### config.mk
export PLATFORM = sky130hd
export DESIGN_NAME = lpm_ctrl
export DESIGN_NICKNAME = d
export VERILOG_FILES = /design/src/rtl/lpm_ctrl.sv
export SDC_FILE = /design/constraint.sdc
export NUM_CORES = 1
export LEC_CHECK = 0
export BUFFER_PORTS_ARGS = -buffer_cell sky130_fd_sc_hd__buf_2
export CORE_MARGIN = 2
export CORE_UTILIZATION = 50
export DETAILED_ROUTE_END_ITERATION = 8
export GPL_ROUTABILITY_DRIVEN = 0
export GPL_TIMING_DRIVEN = 0
export PLACE_DENSITY_LB_ADDON = 0.25
export RECOVER_POWER = 25
export SYNTH_ARGS = -nofsm -noshare
export SYNTH_HDL_FRONTEND = slang
export SYNTH_SLANG_ARGS = --single-unit
### constraint.sdc
create_clock -name clk -period 1.8 [get_ports clk]
set_input_delay 0.18 -clock clk [delete_from_list [all_inputs] [get_ports clk]]
set_output_delay 0.18 -clock clk [all_outputs]
set_load 0.05 [all_outputs]
### src/rtl/lpm_ctrl.sv
module lpm_ctrl #(
  parameter int OSC_PER_MC = 12,
  parameter int QUAL_MC    = 2,
  parameter int STAB_CNT   = 1024
) (
  input  logic clk,
  input  logic por_n,
  input  logic rst_pin,
  input  logic idle_req,
  input  logic pdown_req,
  input  logic irq_pend,
  input  logic ext_code,
  output logic cpu_clk_en,
  output logic per_clk_en,
  output logic osc_en,
  output logic rst_int,
  output logic ram_wr_inhibit,
  output logic strobe_force,
  output logic ale_lvl,
  output logic psen_lvl,
  output logic p0_float
);

  localparam int QUAL = OSC_PER_MC * QUAL_MC;
  localparam int QW   = $clog2(QUAL + 1);
  localparam int SW   = $clog2(STAB_CNT + 1);

  typedef enum logic [2:0] {S_RUN, S_IDLE, S_PD, S_WIN, S_STAB} mode_t;

  mode_t          state, nstate;
  logic           rst_meta, rst_s;
  logic [QW-1:0]  qcnt;
  logic [SW-1:0]  scnt;
  logic           qual_done, stab_done;

  assign qual_done = (qcnt == QW'(QUAL));
  assign stab_done = (scnt == SW'(STAB_CNT - 1));

  always_ff @(posedge clk or negedge por_n)
    if (!por_n) {rst_s, rst_meta} <= 2'b00;
    else        {rst_s, rst_meta} <= {rst_meta, rst_pin};

  always_ff @(posedge clk or negedge por_n)
    if (!por_n)                       qcnt <= '0;
    else if (!rst_s)                  qcnt <= '0;
    else if (state != S_PD && !qual_done) qcnt <= qcnt + 1'b1;

  always_ff @(posedge clk or negedge por_n)
    if (!por_n)              scnt <= '0;
    else if (state != S_STAB) scnt <= '0;
    else if (!stab_done)     scnt <= scnt + 1'b1;

  always_comb begin
    nstate = state;
    case (state)
      S_RUN:  if (!rst_int) begin
                if (pdown_req)     nstate = S_PD;
                else if (idle_req) nstate = S_IDLE;
              end
      S_IDLE: if (rst_s)          nstate = S_WIN;
              else if (irq_pend)  nstate = S_RUN;
      S_PD:   if (rst_s)          nstate = S_STAB;
      S_WIN:  if (qual_done || !rst_s) nstate = S_RUN;
      S_STAB: if (stab_done)      nstate = S_RUN;
      default:                    nstate = S_RUN;
    endcase
  end

  always_ff @(posedge clk or negedge por_n)
    if (!por_n) state <= S_RUN;
    else        state <= nstate;

  assign rst_int        = qual_done || (state == S_STAB);
  assign cpu_clk_en     = (state == S_RUN) || (state == S_WIN);
  assign per_clk_en     = cpu_clk_en || (state == S_IDLE);
  assign osc_en         = (state != S_PD);
  assign ram_wr_inhibit = rst_int || (state == S_WIN);
  assign strobe_force   = (state == S_IDLE) || (state == S_PD);
  assign ale_lvl        = (state == S_IDLE);
  assign psen_lvl       = (state == S_IDLE);
  assign p0_float       = strobe_force && ext_code;

  p_idle_clk_r1: assert property (@(posedge clk) disable iff (!por_n)
    (strobe_force && osc_en) |-> (!cpu_clk_en && per_clk_en));

  p_irq_exit_r2: assert property (@(posedge clk) disable iff (!por_n)
    (state == S_IDLE && irq_pend && !rst_s) |=> cpu_clk_en);

  p_pd_hold_r3: assert property (@(posedge clk) disable iff (!por_n)
    (!osc_en && !rst_s) |=> (!osc_en && !per_clk_en));

  p_pd_prio_r4: assert property (@(posedge clk) disable iff (!por_n)
    (state == S_RUN && !rst_int && pdown_req && idle_req) |=> !osc_en);

  p_qual_pin_r5: assert property (@(posedge clk) disable iff (!por_n)
    (rst_int && state != S_STAB) |-> $past(rst_s));

  p_window_r6: assert property (@(posedge clk) disable iff (!por_n)
    (state == S_WIN) |-> (cpu_clk_en && ram_wr_inhibit));

  p_wake_r7: assert property (@(posedge clk) disable iff (!por_n)
    $rose(osc_en) |-> (rst_int && !cpu_clk_en));

  p_strobe_lvl_r8: assert property (@(posedge clk) disable iff (!por_n)
    strobe_force |-> (ale_lvl == osc_en && psen_lvl == osc_en));

  p_float_r9: assert property (@(posedge clk) disable iff (!por_n)
    p0_float |-> (strobe_force && ext_code));

  p_ram_guard_r10: assert property (@(posedge clk) disable iff (!por_n)
    rst_int |-> ram_wr_inhibit);

endmodule

== Yosys cells after proc, flatten, opt, wreduce, memory -nomap -nowiden ==
Cells that the tools add are included.

* Add/sub/neg operators: 2
* Multiply operators: 0
* Div/mod/pow operators: 0
* Magnitude comparators: 0
* Eq/ne operators: 16
* Shift-type cells: 0
* Mux-type cells: 13
* Bitwise operators: 0
* Reduce and logical (&&, ||, !) cells: 12

{| class="wikitable"
|+ Operator list
! kind !! count
|-
| $mux 3 || 8
|-
| $mux 11 || 2
|-
| $pmux 3 s5 || 1
|-
| $add 11x1->11 const B || 1
|-
| $eq 11x10->1 const B || 1
|-
| $mux 5 || 2
|-
| $ne 2x2->1 const B || 4
|-
| $eq 3x2->1 const B || 2
|-
| $logic_or 1x1->1 || 6
|-
| $ne 3x2->1 const B || 2
|-
| $ne 3x3->1 const B || 2
|-
| $reduce_and 6->1 || 1
|-
| $add 5x1->5 const B || 1
|-
| $eq 5x5->1 const B || 1
|-
| $ne 2x1->1 const B || 2
|-
| $eq 3x1->1 const B || 1
|-
| $eq 3x3->1 const B || 1
|-
| $logic_not 3->1 || 1
|-
| $logic_and 1x1->1 || 2
|-
| $logic_not 1->1 || 2
|}

* Register bits: 21
* Latch bits: 0
* RAM bits: 0
* ROM bits: 0
* Memories: 0

== Logic depth before layout (Yosys ltp) ==
* Depth after elaboration: 5
* Depth in mapped cells: 6

== Least setup slack after synthesis ==
No wires, ideal clock.

* Kind: reg2out
* From: register state[2]
* To: output p0_float
* Arrival: 2.898 ns
* Data required time: 1.620 ns
* Setup slack: -1.278 ns
* Cell stages (with the launch flop): 5
* Buffers on the path: 1
* Cells stage by stage: dfrtp_1 buf_6 nor3b_1 nand2b_1 and2_1

* Longest elaborated chain between the ends: 3

{| class="wikitable"
|+ Ends and longest elaborated chain
! item !! line !! text
|-
| start: declaration || 30 || <nowiki>mode_t state, nstate;</nowiki>
|-
| start signal: assignment || 71 || <nowiki>else state <= nstate;</nowiki>
|-
| $eq 3x1->1 || -- ||
|-
| named net ale_lvl || 19 || <nowiki>output logic ale_lvl,</nowiki>
|-
| $logic_or 1x1->1 || 78 || <nowiki>assign strobe_force = (state == S_IDLE) || (state == S_PD);</nowiki>
|-
| named net strobe_force || 18 || <nowiki>output logic strobe_force,</nowiki>
|-
| $logic_and 1x1->1 || 81 || <nowiki>assign p0_float = strobe_force && ext_code;</nowiki>
|-
| end: declaration || 21 || <nowiki>output logic p0_float</nowiki>
|}

The timed path passes the listed nets, and every way through them passes these cells.

== Worst setup path in the final report ==
* From: register qcnt[0]
* To: register state[0]

* Longest elaborated chain between the ends: 4

{| class="wikitable"
|+ Ends and longest elaborated chain
! item !! line !! text
|-
| start: declaration || 32 || <nowiki>logic [QW-1:0] qcnt;</nowiki>
|-
| start signal: assignment || 46 || <nowiki>else if (state != S_PD && !qual_done) qcnt <= qcnt + 1'b1;</nowiki>
|-
| $eq 5x5->1 * || 36 || <nowiki>assign qual_done = (qcnt == QW'(QUAL));</nowiki>
|-
| $logic_or 1x1->1, on equally long branches || 63, 73 ||
|-
| $ne 2x2->1 (no source line) || -- ||
|-
| $reduce_and 6->1 (no source line) * || -- ||
|}

Every way passes the cells marked *; elsewhere a longest branch is shown, timed or not.
A chain may end at the register's enable or synchronous reset.

==> results.toml <==
[outcome]
outcome = "finished with violations"
failed_checks = "negative setup slack"

[critical_path]
worst_setup_path_endpoint = "state[0]"
timing.setup.critical_path_class = "reg -> reg"
reg2reg_slack_ns = -0.06
data_required_critical_path_ns = 2.00
reg2regPathDepth = 6
worst_setup_sp_type = "register"
timing.rr.start = "qcnt[0]"
crit_fanout = 2
timing.critical_path.to_type = "register"
cp-startpoint = "qcnt[0]"
worst-endpoint-arrival_ns = 2.05
rr_endpoint = "state[0]"

[timing]
fmaxAchievable_ghz = 0.5385
setup_ws_ns = -0.05702
finalMaxSlewViolations = 0
finalHoldViolCount = 0
min_period_over_period = 1.032
period_minus_slack_ns = 1.857
finClkSkew_ns = 0.005807
post_route_hold_slack_ns = 0.2460
setup_viol_count_final = 5
setup_total_negative_slack_ns = -0.2284
relSlewSlack = 0.2626
tightest_slew_ns = 1.106
grt_setup_unrepaired = "true"

[synthesis]
syn-num-nets = 134
synth.area.mux_share = 0.02661
synth_simple_gate_area_share = 0.2825
ys_seq_elements = 21
synth_warnings = 0
postSynth.topFlopCell = "dfrtp_1"
yosys.cell_types.count = 43
cell_area_after_synthesis_um2 = 1222
post_synthesis_compound_gate_area_fraction = 0.1044
synth_xor_area_frac = 0.07881
post_synth_fa_ha_maj_area_fraction = 0.03071
synthCells = 124
synth_edf_count = 0
post_synth.cell_area_avg_um2 = 9.858
synth_top_family_by_area = "simple AND/OR/NAND/NOR gates"
synth_seq_area_share = 0.4299
async_reset_ff_frac = 1.000

[layout]
n_antenna_cell = 0
final_cells = 182
drive_above_1_share = 0.3506
fin_nets = 165
final.fill_count = 174
area_growth_pct = 31.42

[die]
ioPinCount = 16
die_height_um = 53.45
core_area_um2 = 2255
floorplan.initialDensity = 0.5422
placement_rows = 17
floorplan.die.width_um = 53.45
design.die.area_um2 = 2856

[cts]
tritoncts.num_buffers = 3
cts_num_sinks = 21
cts.reportedPaths.clkPinSlew_ns = 0.11
clock_tree.buffer_depth = 2
h-tree-depth = 1
worstSkewPairLatency_ns = 0.30
cts_root_buf = "clkbuf_4"
tritoncts = "done"

[global_route]
globalRouteOverflowTotal = 0
antenna_found_initial = 0
via_count_of_the_first_global_routing_pass = 1021
globalRouteTotalUtil = 0.2202
first_pass_grt_wire_length_um = 4533
pin_count_of_the_biggest_net_entering_global_routing = 22

[drt]
vias_per_instance = 5.555
drc = 0
drt_first_pass_iters = 4
ant_nets = 0
drt_iter0_markers = 29
total_number_of_vias = 1011
routed_wirelength_um = 2587
drt-wirelength-per-cell_um = 14.21

[placement]
io_buffers = 15
place_hpwl_um = 1636
placement.setup.worst_slack_ns = -0.1365
number_of_cells_after_detailed_placement = 167

[run]
cap_violations = 0

[worst_hold_path]
worst_min_delay_path_class = "in -> reg"

[pwr]
power.density_cell_area_nw_per_um2 = 1440
total_power_uw = 2313
cellLeakagePower_uw = 0.0007022
peakVddDrop_mv = 1.584
registers in the layout, indices dropped and copies added (netlist names):
register / count
rst_meta: 1
qcnt: 5
state: 3
rst_s: 1
scnt: 11
logic make-up after synthesis:
group,count (synthesis)
simple gates,57
flops,21
compound gates,18
xor+xnor,11
buf+inv,11
mux,3
fa+ha+maj,3
synthesized netlist by cell type, types with 2 or more instances:
library cell	number	area, µm²
nor2_1	13	48.80
xor2_1	2	17.52
nor3b_1	3	22.52
nor3_1	3	15.01
o21ai_0	2	10.01
nand4_1	3	18.77
o31ai_1	2	15.01
buf_4	2	15.01
a21oi_1	5	25.02
a31oi_1	2	12.51
clkbuf_1	3	11.26
nor2b_1	2	12.51
dfrtp_1	21	525.5
nand2_1	9	33.78
ha_1	3	37.54
or2_2	2	12.51
a311oi_1	2	17.52
mux2_1	2	22.52
inv_1	4	15.01
xnor2_1	9	78.83
nand3_1	3	15.01
and2_1	6	37.54
metrics by stage:
step	util	instance area [µm²]
after floorplan	-	1256
after global placement	0.6060	1366
after detailed placement	0.6060	1366
after CTS	0.6731	1518
after global routing	0.7125	1607
final	0.7125	1607
cell usage in the layout (no fill, tap or decap), drive strengths merged, types with 2 or more instances in the layout:
cell,n
buf,26
dfrtp,21
nor2,13
xnor2,9
nand2,9
clkbuf,9
and2,6
a21oi,5
nand4,5
nand3,4
inv,4
o31ai,3
nor3b,3
nor3,3
o21ai,3
ha,3
or2,2
nor2b,2
mux2,2
a311oi,2
a31oi,2
xor2,2
dlygate4sd3,2
worst min path at each step:
| stage | start | endpoint | cells after the start |
|---|---|---|---|
| CTS | pdown_req | state[1] | 4 |
| detailed placement | por_n | qcnt[4] | 1 |
| finish | pdown_req | state[1] | 4 |
| global route | pdown_req | state[1] | 4 |
| global placement | por_n | qcnt[0] | 1 |
| floorplan | por_n | qcnt[0] | 0 |
where the power goes:
part	switching, µW	internal [µW]	leakage (µW)	total (µW)
registers	50.6	535	0.000282	586
clock network	143	86.4	0.0000150	229
logic	815	683	0.000406	1500
per-layer routing:
layer	up-vias	GRT usage	part of all wire
met3	6	0.04237	0.031
met4	0	0.08120	0.012
li1	498	-	-
met1	488	0.2704	0.44
met2	19	0.3786	0.52
met5	-	0	0
final cells by class:
type | count | area [µm²] | share of cell area
Multi-Input combinational cell | 92 | 721.9 | 0.4494
Sequential cell | 21 | 526.8 | 0.3279
Timing Repair Buffer | 28 | 234.0 | 0.1456
Buffer | 5 | 47.55 | 0.02960
Tap cell | 28 | 35.03 | 0.02181
Clock buffer | 4 | 26.28 | 0.01636
Inverter | 4 | 15.01 | 0.009346
worst max-delay path, stage by stage (launching register included):
cell	delay (ns)
dfrtp_1	0.39
inv_2	0.06
ha_4	0.15
and4b_1	0.19
or4b_4	0.54
nand4_4	0.12
mux2_4	0.30
timing repair:
item                                    4_1_cts  5_1_grt
resized for setup                            15       13
pin swaps                                     2        3
endpoints found under the setup margin        8       11
endpoints found under the hold margin        22        0
setup buffers                                 7        3
gates cloned                                  0        1
hold buffers                                  2        0
Note: power is estimated with default switching activity, not from simulation.
